**src/rtl/quad_op_pkg.sv**
```systemverilog
// Package: shared operation codes for the four-function operation unit.
// Assumes: the code width is fixed at two bits; the encoding is decoded by
// the top-level selector and relied on by the bench.
package quad_op_pkg;

    localparam int OP_CODE_W = 2;

    typedef enum logic [OP_CODE_W-1:0] {
        OP_CLEAR   = 2'b00,
        OP_ADD     = 2'b01,
        OP_XOR     = 2'b10,
        OP_ODDTEST = 2'b11
    } op_code_e;

endpackage

```
**src/rtl/quad_op_add.sv**
```systemverilog
// Module: wrap-around adder.
// Does: adds two operands and keeps only the low DATA_W bits of the sum.
// Assumes: no carry-in, no carry-out; the caller does not need overflow.
module quad_op_add #(
    parameter int DATA_W = 8
) (
    input  logic [DATA_W-1:0] a_i,
    input  logic [DATA_W-1:0] b_i,
    output logic [DATA_W-1:0] sum_o
);

    // Sum sized to the operand width, so the top carry drops out.
    always_comb begin
        sum_o = a_i + b_i;
    end

endmodule

```
**src/rtl/quad_op_xor.sv**
```systemverilog
// Module: bitwise exclusive-OR.
// Does: builds one XOR gate per bit position with a generate loop.
// Assumes: both operands have the same width.
module quad_op_xor #(
    parameter int DATA_W = 8
) (
    input  logic [DATA_W-1:0] a_i,
    input  logic [DATA_W-1:0] b_i,
    output logic [DATA_W-1:0] x_o
);

    // One gate for each bit position.
    for (genvar g = 0; g < DATA_W; g++) begin : g_bit
        assign x_o[g] = a_i[g] ^ b_i[g];
    end

endmodule

```
**src/rtl/quad_op_oddtest.sv**
```systemverilog
// Module: odd-operand test.
// Does: drives 0 when both operands are odd, otherwise 1, zero-extended.
// Assumes: DATA_W is at least 2; only bit 0 of each operand is examined.
module quad_op_oddtest #(
    parameter int DATA_W = 8
) (
    input  logic              a_lsb_i,
    input  logic              b_lsb_i,
    output logic [DATA_W-1:0] flag_o
);

    localparam int PAD_W = DATA_W - 1;

    // Upper bits are zero; bit 0 is clear only when both operands are odd.
    always_comb begin
        flag_o = {{PAD_W{1'b0}}, ~(a_lsb_i & b_lsb_i)};
    end

endmodule

```
**src/rtl/quad_op_unit.sv**
```systemverilog
// Module: four-function operation unit (top).
// Does: selects one of clear, wrap-around add, XOR, or odd-operand test
// according to op_sel, fully combinationally.
// Assumes: inputs are stable, known values; there is no clock or reset.
module quad_op_unit #(
    parameter int DATA_W = 8
) (
    input  logic [1:0]        op_sel,
    input  logic [DATA_W-1:0] a_in,
    input  logic [DATA_W-1:0] b_in,
    output logic [DATA_W-1:0] res_out
);
    import quad_op_pkg::*;

    logic [DATA_W-1:0] sum_w;
    logic [DATA_W-1:0] xor_w;
    logic [DATA_W-1:0] odd_w;
    op_code_e          code_w;

    assign code_w = op_code_e'(op_sel);

    quad_op_add #(.DATA_W(DATA_W)) add_i (
        .a_i   (a_in),
        .b_i   (b_in),
        .sum_o (sum_w)
    );

    quad_op_xor #(.DATA_W(DATA_W)) xor_i (
        .a_i (a_in),
        .b_i (b_in),
        .x_o (xor_w)
    );

    quad_op_oddtest #(.DATA_W(DATA_W)) odd_i (
        .a_lsb_i (a_in[0]),
        .b_lsb_i (b_in[0]),
        .flag_o  (odd_w)
    );

    // Result selector; the default branch keeps the logic latch-free.
    always_comb begin
        case (code_w)
            OP_CLEAR:   res_out = '0;
            OP_ADD:     res_out = sum_w;
            OP_XOR:     res_out = xor_w;
            OP_ODDTEST: res_out = odd_w;
            default:    res_out = '0;
        endcase
    end

endmodule

```
**config.mk**
```make
export PLATFORM = sky130hd
export DESIGN_NAME = quad_op_unit
export DESIGN_NICKNAME = d
export VERILOG_FILES = /design/src/rtl/quad_op_pkg.sv /design/src/rtl/quad_op_add.sv /design/src/rtl/quad_op_xor.sv /design/src/rtl/quad_op_oddtest.sv /design/src/rtl/quad_op_unit.sv
export SDC_FILE = /design/constraint.sdc
export NUM_CORES = 1
export LEC_CHECK = 0
export BUFFER_PORTS_ARGS = -buffer_cell sky130_fd_sc_hd__buf_2
export CAP_MARGIN = 20
export CORE_AREA = 2 2 39 41
export DETAILED_ROUTE_END_ITERATION = 8
export DIE_AREA = 0 0 41 43
export GPL_TIMING_DRIVEN = 0
export SYNTH_ARGS = -nofsm -noshare
export SYNTH_HDL_FRONTEND = slang
export SYNTH_SLANG_ARGS = --single-unit
```
**constraint.sdc**
```tcl
create_clock -name vclk -period 1.8
set_input_delay 0.09 -clock vclk [all_inputs]
set_output_delay 0.09 -clock vclk [all_outputs]
set_load 0.005 [all_outputs]
```
**Yosys cells after proc, flatten, opt, wreduce, memory -nomap -nowiden**

Cells that the tools add are included.

- Register bits: 0
- Input bits: 18

- Add/sub/neg operators: 1
- Equal/unequal tests: 3
- Multiplexer cells: 1
- Bitwise logic cells: 10
- Reduce and logical (&&, ||, !) cells: 1

Operator list:

| kind | count |
|---|---|
| case mux 8 bit (4 select lines) | 1 |
| adder 8 bit | 1 |
| bitwise XOR 1 bit | 8 |
| == test 2 bit, second input constant | 2 |
| == test 2 x 1 -> 1 bit, second input constant | 1 |
| logical NOT 2 bit | 1 |
| AND 1 bit | 1 |
| NOT 1 bit | 1 |

**Longest topological paths before layout**

Gate-level depths: netlist of run 1.

- Depth after elaboration: 3
- Mapped depth: 7
- Gate-level depth less buffers: 7

**Cells and area by module**

From an unflattened synthesis of run 1, not the netlist that was laid out.

- Cell total of the unflattened synthesis: 79
- Area, all modules: 653.1 um^2

By module, submodules not included:

| module | instances | cells an instance | area an instance (um^2) | seq. area each (um^2) |
|---|---|---|---|---|
| quad_op_add | 1 | 42 | 331.6 | 0.0 |
| quad_op_unit | 1 | 20 | 191.4 | 0.0 |
| quad_op_xor | 1 | 8 | 70.1 | 0.0 |
| quad_op_oddtest | 1 | 9 | 60.1 | 0.0 |

**Worst setup path after synthesis of run 1**

No wires, ideal clock.

- Path kind: in2out
- From: input port a_in[0]
- To: output port res_out[6]
- Arrival: 1492 ps
- Required time: 1710 ps
- Path slack: 218 ps
- Stages on the path: 7
- Path buffers: 0
- Path through: ha_1 -> inv_1 -> fa_1 -> and2b_1 -> o2111ai_1 -> and4_1 -> o32ai_1

- Cells in the longest elaborated chain, start to end: 2

Ends and longest elaborated chain:

| what | RTL line | RTL |
|---|---|---|
| start: declaration | quad_op_unit.sv:9 | `input logic [DATA_W-1:0] a_in,` |
| adder 8 bit | quad_op_add.sv:14 | `sum_o = a_i + b_i;` |
| case mux 8 bit (4 select lines) | quad_op_unit.sv:42 | `case (code_w)` |
| end: declaration | quad_op_unit.sv:11 | `output logic [DATA_W-1:0] res_out` |

Every way passes these cells.

**Worst setup path in the final report of run 1**

Same ends and word-level chain as after synthesis.

==> results.yml, run 1 <==
outcome:
  status: "finished, final reports clean"
detailed_routing:
  vias: 513
  drtAntennaViolNets: 0
  route.detailed.drc: 0
  drt-pass1-iter-count: 4
  drtIter0Drc: 6
  wl_mm: 1.02
  wire_per_inst_um: 10.2
  via_per_inst: 5.13
timing:
  tightestPinTransition_ns: 0.359
  fin_crit_sh_pct: 95.1
  timing.fmax_mhz: 584
  slew_headroom_pct: 76.0
  hold_viol: 0
  slew_violations: 0
  fin_crit_ns: 1.71
  finalSetupViolCount: 0
layout:
  nClkBuffers: 0
  postLayoutCoreUtil_pct: 45.3
  seq_area_um2: 0
  finalNetCount: 112
  antenna_cells: 0
  final_common_cell: "buf_2"
  fillers: 156
  final_cell_mix: "25 x buf_2, 6 x o21ai_1, 6 x ha_1"
  area_delta_synth_final_pct: 49.6
  seq_cells: 0
  multi_input_area_um2: 425
  final_cell_area_um2: 627
  drive_above_1_share_pct: 45.2
synth:
  synth_area_leaders: "ha_1 21%, o21ai_1 7.2%, inv_1 5.4%"
  ys_types: 32
  avgSynthCellArea_um2: 7.62
  yosys.area.top_type_share_pct: 20.9
  seq_area_frac_synth_pct: 0
  yosys.area.top_type: "ha_1"
  syn_area_um2: 419
  synthCells: 55
  ys_warn_count: 0
  syn_nets: 81
grt:
  grt_pass1_wl_mm: 1.61
  first_global_vias: 415
  overflow: 0
  grt_usage_pct: 12.1
  antenna_found_initial: 0
  grt_max_degree: 9
power:
  leakagePower_uw: 0.000313
  peakVddDrop_v: 0.000111
  powerDensity_mw_per_mm2: 283
place:
  portBuffers: 26
  hpwl_um: 884
  place_area_um2: 569
  gp_congestion: 0.745
critical_path:
  crit_required_ns: 1.71
  cp_data_arrival_time_ns: 1.62
  cp_max_fo: 2
  cp-start-kind: "input pin"
  crit_type: "input pin to primary output"
  worstSetupEndpointType: "primary output"
clock_network:
  hold_buffers: 0
flow_run:
  drv_cap: 0
die:
  rows: 14
  die_h_um: 43
  core-area_mm2: 0.00138
  die_w_um: 41
  pin_count: 26
  initial_core_util_pct: 30.3
  dieArea_mm2: 0.00176
min_path:
  min_path_type: "input pin to primary output"
timing repair:
action,4_1_cts,5_1_grt
pin swaps,1,4
gates resized for setup,2,5
gates cloned,0,0
setup buffers,1,2
setup endpoints to repair,1,1
cell families after synthesis:
logic type | count (synthesis) | share of synthesized area [%]
simple gates | 15 | 20.9
xor+xnor | 4 | 8.36
fa+ha+maj | 8 | 25.7
mux | 1 | 2.69
buf+inv | 6 | 5.37
compound gates | 21 | 37.0
layout make-up:
cell class | count | share of cell area, %
repair buffers | 29 | 25.3
well taps | 16 | 3.19
inverters | 6 | 3.59
multi-input cells | 49 | 67.9
cell usage after synthesis, types with 2 or more instances:
cell      number
ha_1           7
inv_1          6
o21ai_1        6
nand2_1        4
nand2b_1       2
nand3b_1       2
xnor2_1        2
xor2_1         2
worst paths after layout:
check	startpoint	end	slack (ns)	cells past startpoint
min	op_sel[0]	res_out[0]	0.51	3
max	a_in[0]	res_out[6]	0.09	9
where the power goes:
| part | total, µW | internal [µW] | switching (µW) |
|---|---|---|---|
| clock | 0 | 0 | 0 |
| sequential | 0 | 0 | 0 |
| combinational | 177 | 92.4 | 84.7 |
| total | 177 | 92.4 | 84.7 |
metal layers:
layer	share of wire [%]	GRT usage, %
met1	43	16.1
met4	0	0
met5	0	0
met2	51	21.9
met3	6.4	0
through the flow:
step	setup TNS, ns	total power (µW)	std cells	setup slack (ns)	hold WS, ns
2_1_floorplan	0	106	55	0.218	0.296
3_3_place_gp	-0.0791	158	97	-0.0791	0.500
3_5_place_dp	-0.0898	161	97	-0.0898	0.511
4_1_cts	0	166	98	0.0393	0.511
5_1_grt	-0.00218	201	100	-0.00218	0.539
6_report	0	177	100	0.0880	0.509
critical path, stage by stage:
cell	delay (ns)
buf_2	0.10
ha_4	0.13
inv_2	0.04
fa_2	0.35
and2b_1	0.23
o2111ai_2	0.14
and4_1	0.21
o32ai_2	0.18
buf_2	0.15
(Power assumes the default switching activity.)
==> inputs of run 2 (changes only) <==
--- a/config.mk
+++ b/config.mk
@@ -5,12 +5,15 @@
 export SDC_FILE = /design/constraint.sdc
 export NUM_CORES = 1
 export LEC_CHECK = 0
-export BUFFER_PORTS_ARGS = -buffer_cell sky130_fd_sc_hd__buf_2
+export BUFFER_PORTS_ARGS = -buffer_cell sky130_fd_sc_hd__buf_4
 export CAP_MARGIN = 20
-export CORE_AREA = 2 2 39 41
+export CELL_PAD_IN_SITES_DETAIL_PLACEMENT = 2
+export CELL_PAD_IN_SITES_GLOBAL_PLACEMENT = 2
+export CORE_MARGIN = 2
+export CORE_UTILIZATION = 23
 export DETAILED_ROUTE_END_ITERATION = 8
-export DIE_AREA = 0 0 41 43
 export GPL_TIMING_DRIVEN = 0
+export PLACE_DENSITY_LB_ADDON = 0.1
 export SYNTH_ARGS = -nofsm -noshare
 export SYNTH_HDL_FRONTEND = slang
 export SYNTH_SLANG_ARGS = --single-unit
==> run 2 against run 1 <==
  * Fmax is 1.4% lower
  * Combinational power is 15% higher
  * Critical path depth stayed put
  * Highest routed layer unchanged
  * Routed wire length is 37% higher
  * Hold slack better by 0.0097 ns
  * Flip-flop and latch count stayed put
  * Sequential share of layout area stayed put
  * Final cell count is 7.0% higher
==> results.yml, run 2 (synthesis gave the netlist of run 1 again) <==
timing:
  timing.fmax_mhz: 576
  finalSetupViolCount: 0
  rsz0062_at_grt: "true"
  fin_crit_ns: 1.74
  slew_violations: 0
  setup_tns_ns: 0
  tightestPinTransition_ns: 0.384
  slew_headroom_pct: 74.4
  fin_crit_sh_pct: 96.5
  hold_viol: 0
place:
  gp_congestion: 0.680
  portBuffers: 26
  hpwl_mm: 1.19
grt:
  grt_pass1_wl_mm: 2.11
  first_global_vias: 505
  overflow: 0
  grt_max_degree: 9
  antenna_found_initial: 0
  grt_usage_pct: 13.1
power:
  swShare_pct: 44.8
  leakagePower_uw: 0.000320
  p_sw_uw: 91.0
  totalPowerFinal_uw: 203
  peakVddDrop_v: 0.000101
  combPwrFrac_pct: 100.0
  power_frac_clock_pct: 0
  p_int_uw: 112
  seqPwrFrac_pct: 0
  powerDensity_mw_per_mm2: 294
critical_path:
  worstSetupEndpointType: "primary output"
  crit_type: "input pin to primary output"
  critPathLaunch: "a_in[0]"
  cp_max_fo: 3
  cp-start-kind: "input pin"
  crit_required_ns: 1.71
  cp_data_arrival_time_ns: 1.65
flow_run:
  drv_cap: 0
die:
  initial_core_util_pct: 24.3
  rows: 15
  pin_count: 26
  core-area_mm2: 0.00173
  die_w_um: 46.7
  dieArea_mm2: 0.00218
  die_h_um: 46.7
detailed_routing:
  drtAntennaViolNets: 0
  vias: 530
  wire_per_inst_um: 13.0
  wl_mm: 1.39
  via_per_inst: 4.95
  drtIter0Drc: 0
  drt-pass1-iter-count: 1
  route.detailed.drc: 0
layout:
  finalNetCount: 110
  fillers: 217
  seq_area_um2: 0
  seq_cells: 0
  antenna_cells: 0
  area_delta_synth_final_pct: 65.1
  nClkBuffers: 0
  final_common_cell: "buf_4"
  drive_above_1_share_pct: 45.1
  final_cell_mix: "25 x buf_4, 6 x o21ai_1, 5 x inv_1, 5 x ha_1, 4 x nand2_1"
min_path:
  hold_start: "op_sel[0]"
  min_path_type: "input pin to primary output"
outcome:
  status: "finished, final reports clean"
[run 2: cell types whose count changed in the layout (fill, tap and decap cells not counted), sizes merged]
cell | before | now
buf | 29 | 27
[run 2: layer usage]
metal  part of all wire (%)  GRT usage [%]
met1                     40           16.6
met2                     58           25.8
met3                    2.4              0
met4                      0              0
met5                      0              0
[run 2: repair_timing]
action / in CTS / in global routing
pin swaps: 1 / 2
gates resized for setup: 3 / 6
setup endpoints to repair: 1 / 2
buffers inserted: 0 / 1
hold buffers: 0 / 0
endpoints found under the hold margin: 0 / 0
[run 2: layout make-up]
class | count | area (µm²) | share of cell area, %
multi-input combinational | 49 | 428 | 61.8
inverter | 6 | 22.5 | 3.25
timing repair buffer | 27 | 210 | 30.4
tap | 25 | 31.3 | 4.52
[run 2: critical path: stages]
cell and delay [ns]:
buf_6 0.07, ha_4 0.14, inv_2 0.04, fa_2 0.35, and2b_1 0.24, o2111ai_2 0.12
and4_1 0.24, o32ai_2 0.20, buf_4 0.15
[run 2: worst paths after layout]
check / end / cells past startpoint
setup / recovery: res_out[6] / 9
hold / removal: res_out[0] / 3
[run 2: per-stage QoR]
stage	worst slack [ns]	area [µm²]	cells	hold slack, ns	util (%)
after floorplan	0.218	419	55	0.296	-
after global placement	-0.130	646	106	0.495	37.4
after detailed placement	-0.127	646	106	0.533	37.4
after CTS	0.0206	658	106	0.533	38.1
after global routing	-0.0255	692	107	0.545	40.1
final	0.0629	692	107	0.519	40.1
[run 2: power groups by stage]
| stage | logic [µW] | clock network, µW | registers (µW) |
|---|---|---|---|
| after floorplan | 106 | 0 | 0 |
| after CTS | 196 | 0 | 0 |
| after global routing | 228 | 0 | 0 |
| after global placement | 183 | 0 | 0 |
| final | 203 | 0 | 0 |
| after detailed placement | 191 | 0 | 0 |
==> inputs of run 3 (changes only) <==
--- a/config.mk
+++ b/config.mk
@@ -10,10 +10,11 @@
 export CELL_PAD_IN_SITES_DETAIL_PLACEMENT = 2
 export CELL_PAD_IN_SITES_GLOBAL_PLACEMENT = 2
 export CORE_MARGIN = 2
-export CORE_UTILIZATION = 23
+export CORE_UTILIZATION = 29
 export DETAILED_ROUTE_END_ITERATION = 8
 export GPL_TIMING_DRIVEN = 0
 export PLACE_DENSITY_LB_ADDON = 0.1
 export SYNTH_ARGS = -nofsm -noshare
 export SYNTH_HDL_FRONTEND = slang
+export SYNTH_HIERARCHICAL = 1
 export SYNTH_SLANG_ARGS = --single-unit
==> run 3 against run 2 <==
  * The flow now finishes with violations (setup timing)
  * First-iteration DRC count up 4
  * Power up 63%
  * Highest routed layer unchanged
  * Design area up 48%
  * Sequential share of layout area unchanged
  * Final cell count up 32%
  * Core utilization up 7.3 points
  * Worst setup slack worse by 0.074 ns
  * Via count up 32%
  * Largest power group unchanged
==> results.yml, run 3 <==
outcome:
  violations: "setup timing"
  status: "complete, but fails checks"
layout:
  seq_area_um2: 0
  multi_input_area_um2: 678
  area_delta_synth_final_pct: 57.3
  finalNetCount: 141
  antenna_cells: 0
  fillers: 251
  final_common_cell: "buf_4"
  final_cell_mix: "33 x buf_4, 10 x xor2_1, 8 x a22o_1"
  seq_cells: 0
  nClkBuffers: 0
  drive_above_1_share_pct: 52.2
  final_cell_area_mm2: 0.00103
detailed_routing:
  via_per_inst: 4.96
  route.detailed.drc: 0
  drtIter0Drc: 4
  drtAntennaViolNets: 0
  vias: 699
  drt-pass1-iter-count: 4
  wire_per_inst_um: 14.7
  wl_mm: 2.08
synth:
  synth_area_leaders: "ha_1 13%, xor2_1 13%, mux2_2 12%"
  synth_compound_area_share_pct: 29.7
  yosysMostFrequentCell: "xor2_1"
  yosys.area.top_type_share_pct: 13.4
  synth-simple-area-share_pct: 8.62
  muxShareOfSynthArea_pct: 14.4
  avgSynthCellArea_um2: 8.27
  seq_area_frac_synth_pct: 0
  yosys.area.top_type: "ha_1"
  syn_area_um2: 653
  synth_common_cells: "10 x xor2_1, 8 x a22o_1, 7 x buf_4, 7 x ha_1, 7 x mux2_2"
  synth_top_family_by_area: "compound AO/OA/AOI/OAI gates"
  synthAdderAreaFrac_pct: 16.5
  ys_warn_count: 6
  synthCells: 79
  ys_types: 30
  synth-xor-area-share_pct: 16.1
grt:
  grt_pass1_wl_mm: 3.05
  overflow: 0
  first_global_vias: 694
  grt_usage_pct: 14.6
  grt_max_degree: 10
  antenna_found_initial: 0
critical_path:
  worstSetupEndpointType: "primary output"
  crit_type: "input pin to primary output"
  cp_max_fo: 3
  crit_required_ns: 1.71
  critPathLaunch: "b_in[0]"
  cp-start-kind: "input pin"
  cp_data_arrival_time_ns: 1.72
  worst-path-buf-inv: 3
  cp_slowest_cell: "fa_2"
  slowest_delay_ns: 0.37
  cp_cell_sequence: "buf_8 -> ha_4 -> inv_2 -> fa_2 -> nor2b_4 -> o31a_1 -> o311ai_1 -> mux2_4 -> a22o_1 -> buf_4"
  path_delay_family: "adder cells"
timing:
  whs_ns: 0.634
  setup_tns_ns: -0.0108
  fin_crit_ns: 1.81
  finalSetupViolCount: 1
  fin_crit_sh_pct: 101
  hold_viol: 0
  worst_slack_ns: -0.0108
  slew_violations: 0
  timing.fmax_mhz: 552
  rsz0062_at_grt: "true"
min_path:
  hold_start: "op_sel[0]"
  worst_hold_path.num_cells: 3
  min_to: "res_out[6]"
  min_path_type: "input pin to primary output"
place:
  place_area_um2: 891
  portBuffers: 24
  place_ws_ns: -0.258
  gp_congestion: 0.779
  hpwl_mm: 1.49
die:
  pin_count: 26
  initial_core_util_pct: 30.1
  core-area_mm2: 0.00217
  die_h_um: 51.5
  die_w_um: 51.5
  rows: 17
  dieArea_mm2: 0.00265
flow_run:
  drv_cap: 0
power:
  totalPowerFinal_uw: 331
  peakVddDrop_v: 0.000135
  powerDensity_mw_per_mm2: 322
  leakagePower_uw: 0.000479
clock_network:
  hold_buffers: 0
-- run 3: where the power goes --
group          internal [µW]  switching, µW
logic                    191            140
clock network              0              0
registers                  0              0
total                    191            140
-- run 3: logic make-up after synthesis --
group / count (synthesis)
XOR/XNOR: 12
other: 1
AND/OR/NAND/NOR: 9
AO/OA/AOI/OAI: 26
buffers and inverters: 15
multiplexers: 8
adder cells (fa/ha/maj): 8
-- run 3: final cells by class --
cell class,instances,share of cell area (%)
multi-input cells,70,66.0
inverters,5,1.83
plain buffers,10,7.19
repair buffers,28,21.6
well taps,28,3.41
-- run 3: worst max-delay path by stage --
| stage | slack [ns] | to | cells past startpoint |
|---|---|---|---|
| 2_1_floorplan | 0.18 | res_out[6] | 8 |
| 3_3_place_gp | -0.20 | res_out[6] | 10 |
| 3_5_place_dp | -0.26 | res_out[6] | 10 |
| 4_1_cts | -0.03 | res_out[6] | 10 |
| 5_1_grt | -0.08 | res_out[6] | 10 |
| 6_report | -0.01 | res_out[6] | 10 |
-- run 3: per-layer routing --
layer / GRT usage, % / wire length, µm / vias up
li1: - / - / 346
met1: 19.7 / 885 / 339
met2: 27.6 / 1140 / 14
met3: 0 / 52 / 0
met4: 0 / 0 / 0
met5: 0 / 0 / -
-- run 3: stage by stage --
| stage | utilization [%] | std cells |
|---|---|---|
| 6_report | 47.3 | 141 |
| 3_3_place_gp | 41.1 | 137 |
| 4_1_cts | 43.8 | 139 |
| 2_1_floorplan | - | 85 |
| 3_5_place_dp | 41.1 | 137 |
| 5_1_grt | 47.3 | 141 |
-- run 3: worst min-delay path, stage by stage --
cell    delay, ns
buf_2        0.20
a22o_1       0.15
buf_4        0.10
-- run 3: what timing repair did --
| item | 4_1_cts | 5_1_grt |
|---|---|---|
| pin swaps | 5 | 5 |
| endpoints found under the setup margin | 4 | 4 |
| cloned | 0 | 0 |
| endpoints found under the hold margin | 0 | 0 |
| setup buffers | 2 | 2 |
| resized for setup | 12 | 8 |
